File: src/rtl/dmareq_pkg.sv
package dmareq_pkg;

  // Handshake phases of one DMA channel
  typedef enum logic [1:0] {
    CH_IDLE = 2'd0,   // waiting for a reason to ask
    CH_ASK  = 2'd1,   // request raised, waiting for acknowledge
    CH_HOLD = 2'd2    // transfer done, waiting for acknowledge release
  } ch_state_e;

  // A channel may start a request when enabled and not blocked by FIFO state
  function automatic logic launch_ok(input logic enable, input logic blocked);
    return enable & ~blocked;
  endfunction

endpackage

File: src/rtl/dmareq_flags.sv
module dmareq_flags #(
  parameter int DEPTH = 64
) (
  input  logic [$clog2(DEPTH):0] level,
  output logic                   empty,
  output logic                   full
);
  localparam int AW = $clog2(DEPTH);

  // Occupancy counter carries one bit beyond the address width:
  // its top bit is set only at DEPTH entries (DEPTH is a power of two).
  assign full  = level[AW];
  assign empty = (level == '0);

endmodule

File: src/rtl/dmareq_channel.sv
module dmareq_channel
  import dmareq_pkg::*;
(
  input  logic clk,
  input  logic rst_n,
  input  logic launch,   // enable and FIFO state allow a new request
  input  logic ack,
  output logic req,
  output logic xfer      // one-cycle FIFO access strobe
);

  ch_state_e state_q, state_d;

  always_comb begin
    state_d = state_q;
    unique case (state_q)
      CH_IDLE: if (launch) state_d = CH_ASK;
      CH_ASK:  if (ack)    state_d = CH_HOLD;
      CH_HOLD: if (!ack)   state_d = CH_IDLE;
      default:             state_d = CH_IDLE;
    endcase
  end

  always_ff @(posedge clk or negedge rst_n) begin
    if (!rst_n) state_q <= CH_IDLE;
    else        state_q <= state_d;
  end

  assign req  = (state_q == CH_ASK);
  assign xfer = req & ack;

endmodule

File: src/rtl/dma_fifo_requester.sv
module dma_fifo_requester #(
  parameter  int DEPTH = 64,
  parameter  int DW    = 32,
  localparam int LW    = $clog2(DEPTH) + 1
) (
  input  logic          clk,
  input  logic          rst_n,
  input  logic          tx_dma_en,
  input  logic          rx_dma_en,
  input  logic [LW-1:0] tx_level,
  input  logic [LW-1:0] rx_level,
  input  logic          tx_ack,
  input  logic          rx_ack,
  input  logic [DW-1:0] dma_wdata,
  input  logic [DW-1:0] rx_head,
  output logic          tx_req,
  output logic          rx_req,
  output logic          tx_push,
  output logic [DW-1:0] tx_push_data,
  output logic          rx_pop,
  output logic [DW-1:0] dma_rdata,
  output logic          tx_empty,
  output logic          tx_full,
  output logic          rx_empty,
  output logic          rx_full
);

  localparam int NCH   = 2;
  localparam int CH_TX = 0;
  localparam int CH_RX = 1;

  logic [NCH-1:0] en_v, ack_v, req_v, xfer_v;
  logic [NCH-1:0] empty_v, full_v, blocked_v, launch_v;
  logic [LW-1:0]  lvl_v [NCH];

  assign en_v         = {rx_dma_en, tx_dma_en};
  assign ack_v        = {rx_ack, tx_ack};
  assign lvl_v[CH_TX] = tx_level;
  assign lvl_v[CH_RX] = rx_level;

  for (genvar c = 0; c < NCH; c++) begin : g_ch
    dmareq_flags #(.DEPTH(DEPTH)) u_flags (
      .level (lvl_v[c]),
      .empty (empty_v[c]),
      .full  (full_v[c])
    );

    // transmit waits for room, receive waits for data
    if (c == CH_TX) begin : g_tx
      assign blocked_v[c] = full_v[c];
    end else begin : g_rx
      assign blocked_v[c] = empty_v[c];
    end

    assign launch_v[c] = dmareq_pkg::launch_ok(en_v[c], blocked_v[c]);

    dmareq_channel u_ch (
      .clk    (clk),
      .rst_n  (rst_n),
      .launch (launch_v[c]),
      .ack    (ack_v[c]),
      .req    (req_v[c]),
      .xfer   (xfer_v[c])
    );
  end

  // Popped word is held for the DMA read
  always_ff @(posedge clk or negedge rst_n) begin
    if (!rst_n)             dma_rdata <= '0;
    else if (xfer_v[CH_RX]) dma_rdata <= rx_head;
  end

  assign tx_req       = req_v[CH_TX];
  assign rx_req       = req_v[CH_RX];
  assign tx_push      = xfer_v[CH_TX];
  assign rx_pop       = xfer_v[CH_RX];
  assign tx_push_data = xfer_v[CH_TX] ? dma_wdata : '0;
  assign tx_empty     = empty_v[CH_TX];
  assign tx_full      = full_v[CH_TX];
  assign rx_empty     = empty_v[CH_RX];
  assign rx_full      = full_v[CH_RX];

endmodule

File: config.mk
export PLATFORM = sky130hd
export DESIGN_NAME = dma_fifo_requester
export DESIGN_NICKNAME = d
export VERILOG_FILES = /design/src/rtl/dmareq_pkg.sv /design/src/rtl/dmareq_flags.sv /design/src/rtl/dmareq_channel.sv /design/src/rtl/dma_fifo_requester.sv
export SDC_FILE = /design/constraint.sdc
export NUM_CORES = 1
export LEC_CHECK = 0
export ABC_AREA = 1
export BUFFER_PORTS_ARGS = -buffer_cell sky130_fd_sc_hd__clkbuf_2
export CELL_PAD_IN_SITES_DETAIL_PLACEMENT = 0
export CELL_PAD_IN_SITES_GLOBAL_PLACEMENT = 1
export CORE_MARGIN = 4
export CORE_UTILIZATION = 25
export DETAILED_ROUTE_END_ITERATION = 10
export PLACE_DENSITY = 0.93
export SLEW_MARGIN = 40
export SYNTH_ARGS = -nofsm -noshare
export SYNTH_HDL_FRONTEND = slang
export SYNTH_SLANG_ARGS = --single-unit
File: constraint.sdc
create_clock -name clk -period 2.74 [get_ports clk]
set_clock_uncertainty 0.15 [all_clocks]
set_input_delay 0.548 -clock clk [delete_from_list [all_inputs] [get_ports clk]]
set_output_delay 0.548 -clock clk [all_outputs]
set_load 0.05 [all_outputs]
==> results of run 1 <==
## final cells by class
| type | instances | share of cell area |
|---|---|---|
| Tap cell | 80 | 0.03806 |
| Multi-Input combinational cell | 153 | 0.2317 |
| Clock inverter | 1 | 0.003330 |
| Timing Repair Buffer | 156 | 0.2988 |
| Clock buffer | 7 | 0.02902 |
| Sequential cell | 36 | 0.3425 |
| Inverter | 39 | 0.05661 |
## cells by family after synthesis
family,Yosys count
compound gates,2
simple gates,151
buf+inv,50
flops,36
## state kept, by name (all words and copies together) (netlist names)
signal	flops
dma_rdata	32
g_ch.u_ch.state_q	4
## per-layer routing
layer,up-vias,GRT usage,wire length (um)
met1,822,0.1390,1927
met2,68,0.2115,2561
li1,979,-,-
met4,2,0.02638,12
met3,4,0.05054,437
met5,-,0,19
## per-stage QoR
| step | setup slack, ns | total power [mW] | util | instance area, sq um | std cells |
|---|---|---|---|---|---|
| finish | 0.3452 | 2.992 | 0.3893 | 2630 | 472 |
| global route | 0.1343 | 3.200 | 0.3893 | 2630 | 472 |
| CTS | 0.2893 | 3.047 | 0.3893 | 2630 | 472 |
| detailed placement | 0.5047 | 2.658 | 0.3767 | 2545 | 464 |
| global placement | 0.5614 | 2.633 | 0.3763 | 2542 | 464 |
| floorplan | 0.1349 | 2.243 | - | 1738 | 239 |
## worst max-delay path: stages, from the launching register on
cell and delay (ns):
dfrtp_1 0.40, nor2_2 0.16, nand2_2 0.34, nor2_1 0.21, clkbuf_2 0.31
## report_power, final
part           internal [mW]  total, mW  switching (mW)
Combinational          0.362       1.72            1.35
Sequential             0.770      0.908           0.138
Clock                  0.182      0.368           0.186
## synth_stat cells
cell,number
buf_2,6
nor3b_1,1
inv_4,1
nor3_1,1
nand2_1,104
nand2_2,1
nand3_1,2
dfrtp_1,36
nor2_2,1
buf_6,3
and3_1,1
inv_1,37
nor2_4,1
inv_2,1
o21ai_0,1
o31ai_1,1
buf_4,2
nand2_4,1
nor2_1,38
## path summary, 6_finish.rpt
check,slack [ns],to,depth (start not counted),startpoint
setup / recovery,0.35,tx_push_data[0],4,g_ch[0].u_ch.state_q[1]
hold reg to reg,0.34,dma_rdata[1],2,dma_rdata[1]
min in group clk,0.30,dma_rdata[7],3,rx_head[7]
max in group asynchronous,2.00,g_ch[0].u_ch.state_q[1],1,rst_n
setup reg to reg,1.43,g_ch[0].u_ch.state_q[1],4,g_ch[0].u_ch.state_q[0]
hold / removal,0.1,dma_rdata[3],1,rst_n
==> flow_metrics.py, run 1 <==
metrics = {
    "status": {
        "outcome": "finished clean",
    },
    "finish": {
        "seq_area_sq_um": 900.9,
        "area_growth_pct": 51.33,
        "multi_input_area_sq_um": 609.3,
        "drive_above_1_share": 0.4286,
        "nNetsFinal": 475,
        "layout_common_cells": "clkbuf_2, nand2_1, nor2_1",
        "fill_cells": 747,
        "layout.cells.most_common": "clkbuf_2",
        "num_antenna_cells": 0,
    },
    "sta": {
        "hold_viol_final": 0,
        "finalSetupViolations": 0,
        "period_needed_ns": 2.395,
        "worst_slew_pin_slew_ns": 0.5553,
        "holdWs_ns": 0.09937,
        "setup-tns-final_ns": 0,
        "maxSlewHeadroom": 0.6285,
        "fin_crit_sh": 0.8740,
        "fmax_mhz": 417.6,
        "rsz0062_at_grt": "false",
        "slew_violations": 0,
    },
    "synthesis": {
        "synth_compound_area_frac": 0.007199,
        "synthMuxAreaShare": 0,
        "syn-instance-count": 239,
        "yosys_warnings": 0,
        "synthAdderAreaFrac": 0,
        "yosysUniqueCellTypes": 19,
        "yosys.area.top_type": "dfrtp_1",
        "syn_area_per_cell_sq_um": 7.272,
        "synth_top_area_share": 0.5184,
        "yosys.area_share.simple": 0.3434,
        "seq_area_frac_synth": 0.5184,
        "synthXorXnorAreaFrac": 0,
        "synth_top_family_by_area": "simple AND/OR/NAND/NOR gates",
        "synth.top_cells.by_area": "dfrtp_1, nand2_1, nor2_1",
        "synth.ff_latch_count": 36,
        "netlist_area_sq_um": 1738,
        "synth_fp_nets": 323,
    },
    "routing": {
        "dr.pass1.iters": 4,
        "vias": 1875,
        "wire_per_inst_um": 10.50,
        "drt-initial-drc-count": 82,
        "drt-vias-per-instance": 3.972,
        "drc": 0,
        "routed_wl_um": 4957,
        "ant_nets": 0,
    },
    "cts": {
        "tritoncts": "yes",
        "clk_path_buf_depth": 2,
        "clk-insertion-delay-late_ns": 0.28,
        "cts.sinks": 36,
        "clock-root-buffer": "clkbuf_8",
        "cts_resized": 0,
        "clk_pin_slew_ns": 0.08,
        "cts-buffers-inserted": 5,
        "cts_hold_buf": 0,
        "cts_setup_buffers": 0,
        "htree_levels": 2,
    },
    "floorplan": {
        "core_area_sq_um": 6756,
        "fp.dieArea_sq_um": 8349,
        "dieWidth_um": 91.38,
        "ios": 156,
        "row_count": 30,
        "chipHeight_um": 91.38,
        "start_util": 0.2572,
    },
    "place": {
        "gp_congestion": 0.7344,
        "dp_hpwl_um": 3958,
        "numPortBuffers": 155,
    },
    "global_route": {
        "grt.total_usage": 0.1216,
        "grt_pass1_wl_um": 8418,
        "grt_pass1_vias": 1814,
        "antenna_found_initial": 1,
        "grt_max_degree": 37,
        "grt_remaining_overflow": 0,
    },
    "flow_run": {
        "drv_cap": 0,
    },
    "worst_setup_path": {
        "worstSetupEndpointType": "output port",
        "arrival_ns": 1.70,
        "worst_setup_path_start_kind": "flop",
        "worstPathRequired_ns": 2.04,
        "path_class": "reg -> out",
        "crit_fanout": 34,
    },
    "power_and_ir_drop": {
        "irDropWorstVdd_mv": 0.5631,
        "power_density_nw_per_um2": 1138,
        "power_leakage_nw": 1.778,
    },
    "hold_path": {
        "hold_path.class": "in -> async",
    },
}
Note: power is estimated with default switching activity, not from simulation.
==> inputs of run 2 (changes only) <==
==> constraint.sdc (replaced) <==
create_clock -name clk -period 2.74 [get_ports clk]
set_clock_uncertainty 0.15 [all_clocks]
set_input_delay 0 -clock clk [delete_from_list [all_inputs] [get_ports clk]]
set_output_delay 0 -clock clk [all_outputs]
set_load 0.05 [all_outputs]
==> flow_metrics.py, run 2 (same netlist as run 1, synthesis figures left out) <==
metrics = {
    "worst_setup_path": {
        "critPathSlowestCell": "dlygate4sd3_1",
        "worstPathRequired_ns": 2.76,
        "arrival_ns": 2.64,
        "crit_fanout": 2,
        "crit_buf_inv": 5,
        "rr_endpoint": "dma_rdata[7]",
        "crit_family": "buffers and inverters",
        "crit_chain": "dlygate4sd3_1 > clkbuf_2 > nor2_1 > dlygate4sd3_1 > nand2_1 > dlygate4sd3_1 > o21ai_1 > dlygate4sd3_1 > nand2_1",
        "worst_setup_path_start_kind": "primary input",
        "worstSetupEndpointType": "flop",
        "slowest_delay_ns": 0.56,
        "ff2ff_path_depth": 5,
        "r2r_slack_ns": 1.16,
        "reg2reg_from": "g_ch[1].u_ch.state_q[1]",
        "path_class": "in -> reg",
        "path_common_cell": "dlygate4sd3_1",
    },
    "cts": {
        "cts_setup_buffers": 0,
        "tritoncts": "yes",
        "htree_levels": 2,
        "cts.sinks": 36,
        "clk_pin_slew_ns": 0.07,
        "cts-buffers-inserted": 5,
        "clk-insertion-delay-late_ns": 0.28,
        "clock-root-buffer": "clkbuf_8",
        "clk_path_buf_depth": 2,
    },
    "sta": {
        "worst_slew_pin_slew_ns": 0.5566,
        "setup_ws_ns": 0.1188,
        "maxSlewHeadroom": 0.6276,
        "fmax_mhz": 381.5,
        "rsz0062_at_grt": "false",
        "period_needed_ns": 2.621,
        "finalSetupViolations": 0,
        "hold_viol_final": 0,
        "setup-tns-final_ns": 0,
        "slew_violations": 0,
        "fin_crit_sh": 0.9566,
        "holdWs_ns": 0.1007,
    },
    "global_route": {
        "grt.total_usage": 0.1381,
        "antenna_found_initial": 0,
        "grt_pass1_vias": 2125,
        "grt_pass1_wl_um": 9501,
        "grt_max_degree": 37,
        "grt_remaining_overflow": 0,
    },
    "flow_run": {
        "drv_cap": 0,
    },
    "floorplan": {
        "chipHeight_um": 91.38,
        "start_util": 0.2572,
        "core_area_sq_um": 6756,
        "row_count": 30,
        "fp.dieArea_sq_um": 8349,
        "ios": 156,
        "dieWidth_um": 91.38,
    },
    "finish": {
        "fin_area_sq_um": 3038,
        "drive_above_1_share": 0.3866,
        "nNetsFinal": 515,
        "final_cells": 512,
        "top_regs": "dma_rdata x32, g_ch.u_ch.state_q x4",
        "largest_reg_flops": 32,
        "regMostFlops": "dma_rdata",
        "post-route-util": 0.4496,
        "layout_common_cells": "clkbuf_2, nand2_1, dlygate4sd3_1",
        "layout.cells.most_common": "clkbuf_2",
        "area_growth_pct": 74.80,
        "num_antenna_cells": 0,
    },
    "routing": {
        "ant_nets": 0,
        "vias": 2060,
        "dr.pass1.iters": 4,
        "wire_per_inst_um": 11.22,
        "drt-initial-drc-count": 53,
        "routed_wl_um": 5745,
        "drc": 0,
        "drt-vias-per-instance": 4.023,
    },
    "power_and_ir_drop": {
        "power_leakage_nw": 1.947,
        "p_int_mw": 1.379,
        "power.share.sequential": 0.297,
        "p_sw_frac": 0.5515,
        "power_density_nw_per_um2": 1012,
        "p_sw_mw": 1.695,
        "p_comb_frac": 0.580,
        "total_power_mw": 3.074,
        "power_frac_clock": 0.123,
        "irDropWorstVdd_mv": 0.7364,
    },
    "place": {
        "place_area_sq_um": 2537,
        "dp_hpwl_um": 4047,
        "gp_congestion": 0.7138,
        "pre_cts_ws_ns": 1.055,
        "numPortBuffers": 155,
        "dp.cells": 463,
    },
    "status": {
        "outcome": "finished clean",
    },
    "hold_path": {
        "hold_path.class": "in -> async",
    },
}
-- run 2: cell count changes in the layout (fill, tap and decap cells not counted) --
cell	delta
dlygate4sd3_1	+41
buf_4	-1
clkbuf_8	+1
clkinv_4	-1
o21ai_0	-1
o21ai_1	+1
-- run 2: worst max path at each step --
stage	end	start	cells past startpoint
after floorplan	tx_push_data[23]	g_ch[0].u_ch.state_q[1]	4
final	g_ch[1].u_ch.state_q[0]	rx_level[5]	9
after global routing	g_ch[1].u_ch.state_q[0]	rx_level[5]	9
after CTS	g_ch[1].u_ch.state_q[0]	rx_level[5]	9
after detailed placement	rx_pop	g_ch[1].u_ch.state_q[1]	4
after global placement	rx_pop	g_ch[1].u_ch.state_q[1]	4
-- run 2: layout make-up --
type                            instances  area [sq um]
Timing Repair Buffer                  196          1189
Sequential cell                        36         900.9
Clock buffer                            8         90.09
Fill cell                             682          3719
Inverter                               39         148.9
Multi-Input combinational cell        153         609.3
Tap cell                               80         100.1
-- run 2: timing repair --
item,CTS,global route
gates resized for setup,0,1
endpoints found under the setup margin,0,1
hold buffers,41,0
endpoints found under the hold margin,72,0
-- run 2: power groups by stage --
stage	clock network, mW	registers, mW	logic, mW
floorplan	0	1.67	0.569
global placement	0	0.914	1.73
detailed placement	0	0.919	1.75
CTS	0.393	0.917	1.80
global route	0.418	0.944	1.91
finish	0.377	0.914	1.78
-- run 2: worst reg2reg max path, stage by stage, from the launching register on --
cell	delay [ns]
dfrtp_1	0.42
nor2_4	0.17
nand2_4	0.23
inv_4	0.36
nand2_1	0.12
nand2_1	0.07
-- run 2: per-layer routing --
layer	up-vias	global-route usage	routed length [um]
met5	-	0	0
met4	0	0.04899	125
met3	14	0.04308	374
met2	77	0.2508	3021
met1	907	0.1502	2224
li1	1062	-	-
==> inputs of run 3 (changes only) <==
- CORE_MARGIN: 4 -> not set
- CTS_CLUSTER_SIZE: not set -> 16
- PLACE_DENSITY: 0.93 -> 0.86
==> flow_metrics.py, run 3 (same netlist as run 1, synthesis figures left out) <==
metrics = {
    "sta": {
        "hold_viol_final": 0,
        "setup-tns-final_ns": 0,
        "fmax_mhz": 481.5,
        "rsz0062_at_grt": "false",
        "holdWs_ns": 0.09271,
        "finalSetupViolations": 0,
        "period_needed_ns": 2.077,
        "setup_ws_ns": 0.6631,
        "worst_slew_pin_slew_ns": 0.5538,
        "slew_violations": 0,
        "fin_crit_sh": 0.7580,
        "maxSlewHeadroom": 0.6295,
    },
    "place": {
        "pre_cts_ws_ns": 1.087,
        "numPortBuffers": 155,
        "gp_congestion": 0.6712,
        "dp_hpwl_um": 3612,
        "place_area_sq_um": 2537,
        "dp.cells": 463,
    },
    "power_and_ir_drop": {
        "total_power_mw": 3.049,
        "power_density_nw_per_um2": 1009,
        "power_leakage_nw": 1.938,
        "irDropWorstVdd_mv": 0.5571,
    },
    "finish": {
        "nNetsFinal": 514,
        "seq_area_sq_um": 900.9,
        "drive_above_1_share": 0.3875,
        "layout.cells.most_common": "clkbuf_2",
        "post-route-util": 0.4474,
        "num_antenna_cells": 0,
        "regMostFlops": "dma_rdata",
        "area_growth_pct": 73.94,
        "fin_area_sq_um": 3023,
        "fill_cells": 678,
        "top_regs": "dma_rdata x32, g_ch.u_ch.state_q x4",
        "layout_common_cells": "clkbuf_2, nand2_1, dlygate4sd3_1",
        "final_cells": 511,
        "largest_reg_flops": 32,
        "multi_input_area_sq_um": 609.3,
    },
    "worst_setup_path": {
        "worstPathRequired_ns": 2.77,
        "arrival_ns": 2.10,
        "crit_fanout": 2,
        "r2r_slack_ns": 1.18,
        "path_class": "in -> reg",
        "worst_setup_path_start_kind": "primary input",
        "worstSetupEndpointType": "flop",
    },
    "global_route": {
        "grt_remaining_overflow": 0,
        "grt_max_degree": 37,
        "antenna_found_initial": 0,
        "grt.total_usage": 0.1396,
        "busiest_layer": "met2",
        "grt_use_met3": 0.03405,
        "grt_pass1_vias": 1918,
        "use_met2": 0.2676,
        "grt_pass1_wl_um": 8169,
        "grt_util_met1": 0.1573,
    },
    "routing": {
        "drc": 0,
        "drt-initial-drc-count": 36,
        "drt-vias-per-instance": 3.978,
        "vias": 2033,
        "routed_wl_um": 5033,
        "ant_nets": 0,
        "wire_per_inst_um": 9.849,
        "dr.pass1.iters": 4,
    },
    "cts": {
        "clk_pin_slew_ns": 0.07,
        "cts.sinks": 36,
        "cts-buffers-inserted": 5,
        "cts_setup_buffers": 0,
        "clk-insertion-delay-late_ns": 0.28,
        "clock-root-buffer": "clkbuf_8",
        "htree_levels": 2,
        "clk_path_buf_depth": 2,
        "tritoncts": "yes",
    },
    "hold_path": {
        "hold_path.class": "in -> async",
    },
    "floorplan": {
        "chipHeight_um": 85.38,
        "fp.dieArea_sq_um": 7289,
        "dieWidth_um": 85.38,
        "ios": 156,
        "start_util": 0.2572,
        "core_area_sq_um": 6756,
        "row_count": 30,
    },
    "status": {
        "outcome": "finished clean",
    },
    "flow_run": {
        "drv_cap": 0,
    },
}
run 3: cell types whose count changed in the layout (fill, tap and decap cells not counted):
cell           previous run  this run
clkbuf_8                  6         5
clkinv_4                  0         1
dlygate4sd3_1            41        40
run 3: routing by layer:
layer | vias up | routed length (um)
met5 | - | 0
met4 | 0 | 0
met3 | 0 | 377
met2 | 96 | 2539
met1 | 874 | 2116
li1 | 1063 | -
run 3: worst paths after layout:
kind / from / endpoint / cells after the start
min reg2reg: dma_rdata[27] / dma_rdata[27] / 2
max: rx_level[2] / g_ch[1].u_ch.state_q[0] / 8
max reg2reg: g_ch[1].u_ch.state_q[1] / g_ch[1].u_ch.state_q[0] / 4
min: rst_n / dma_rdata[15] / 2
max in group asynchronous: rst_n / dma_rdata[8] / 2
min in group clk: rx_level[6] / rx_full / 2
run 3: area by class of cell:
class,count,share of cell area
inverter,39,0.04926
timing repair buffer,195,0.3899
tap,80,0.03311
clock inverter,1,0.002897
clock buffer,7,0.02525
multi-input combinational,153,0.2016
sequential,36,0.2980
run 3: report_power, final:
group          switching [mW]  internal (mW)
clock network           0.186          0.182
registers               0.143          0.771
logic                    1.37          0.402
total                    1.70           1.35
run 3: critical path, cell delays in order:
cell and delay [ns]:
dlygate4sd3_1 0.53, clkbuf_2 0.10, nor2_1 0.08, nand2_1 0.08
dlygate4sd3_1 0.56, o21ai_1 0.14, dlygate4sd3_1 0.56, nand2_1 0.05
run 3: repair_timing:
item | in CTS | in global routing
endpoints found under the hold margin | 72 | 0
endpoints found under the setup margin | 0 | 1
resized for setup | 0 | 1
hold buffers | 41 | 0
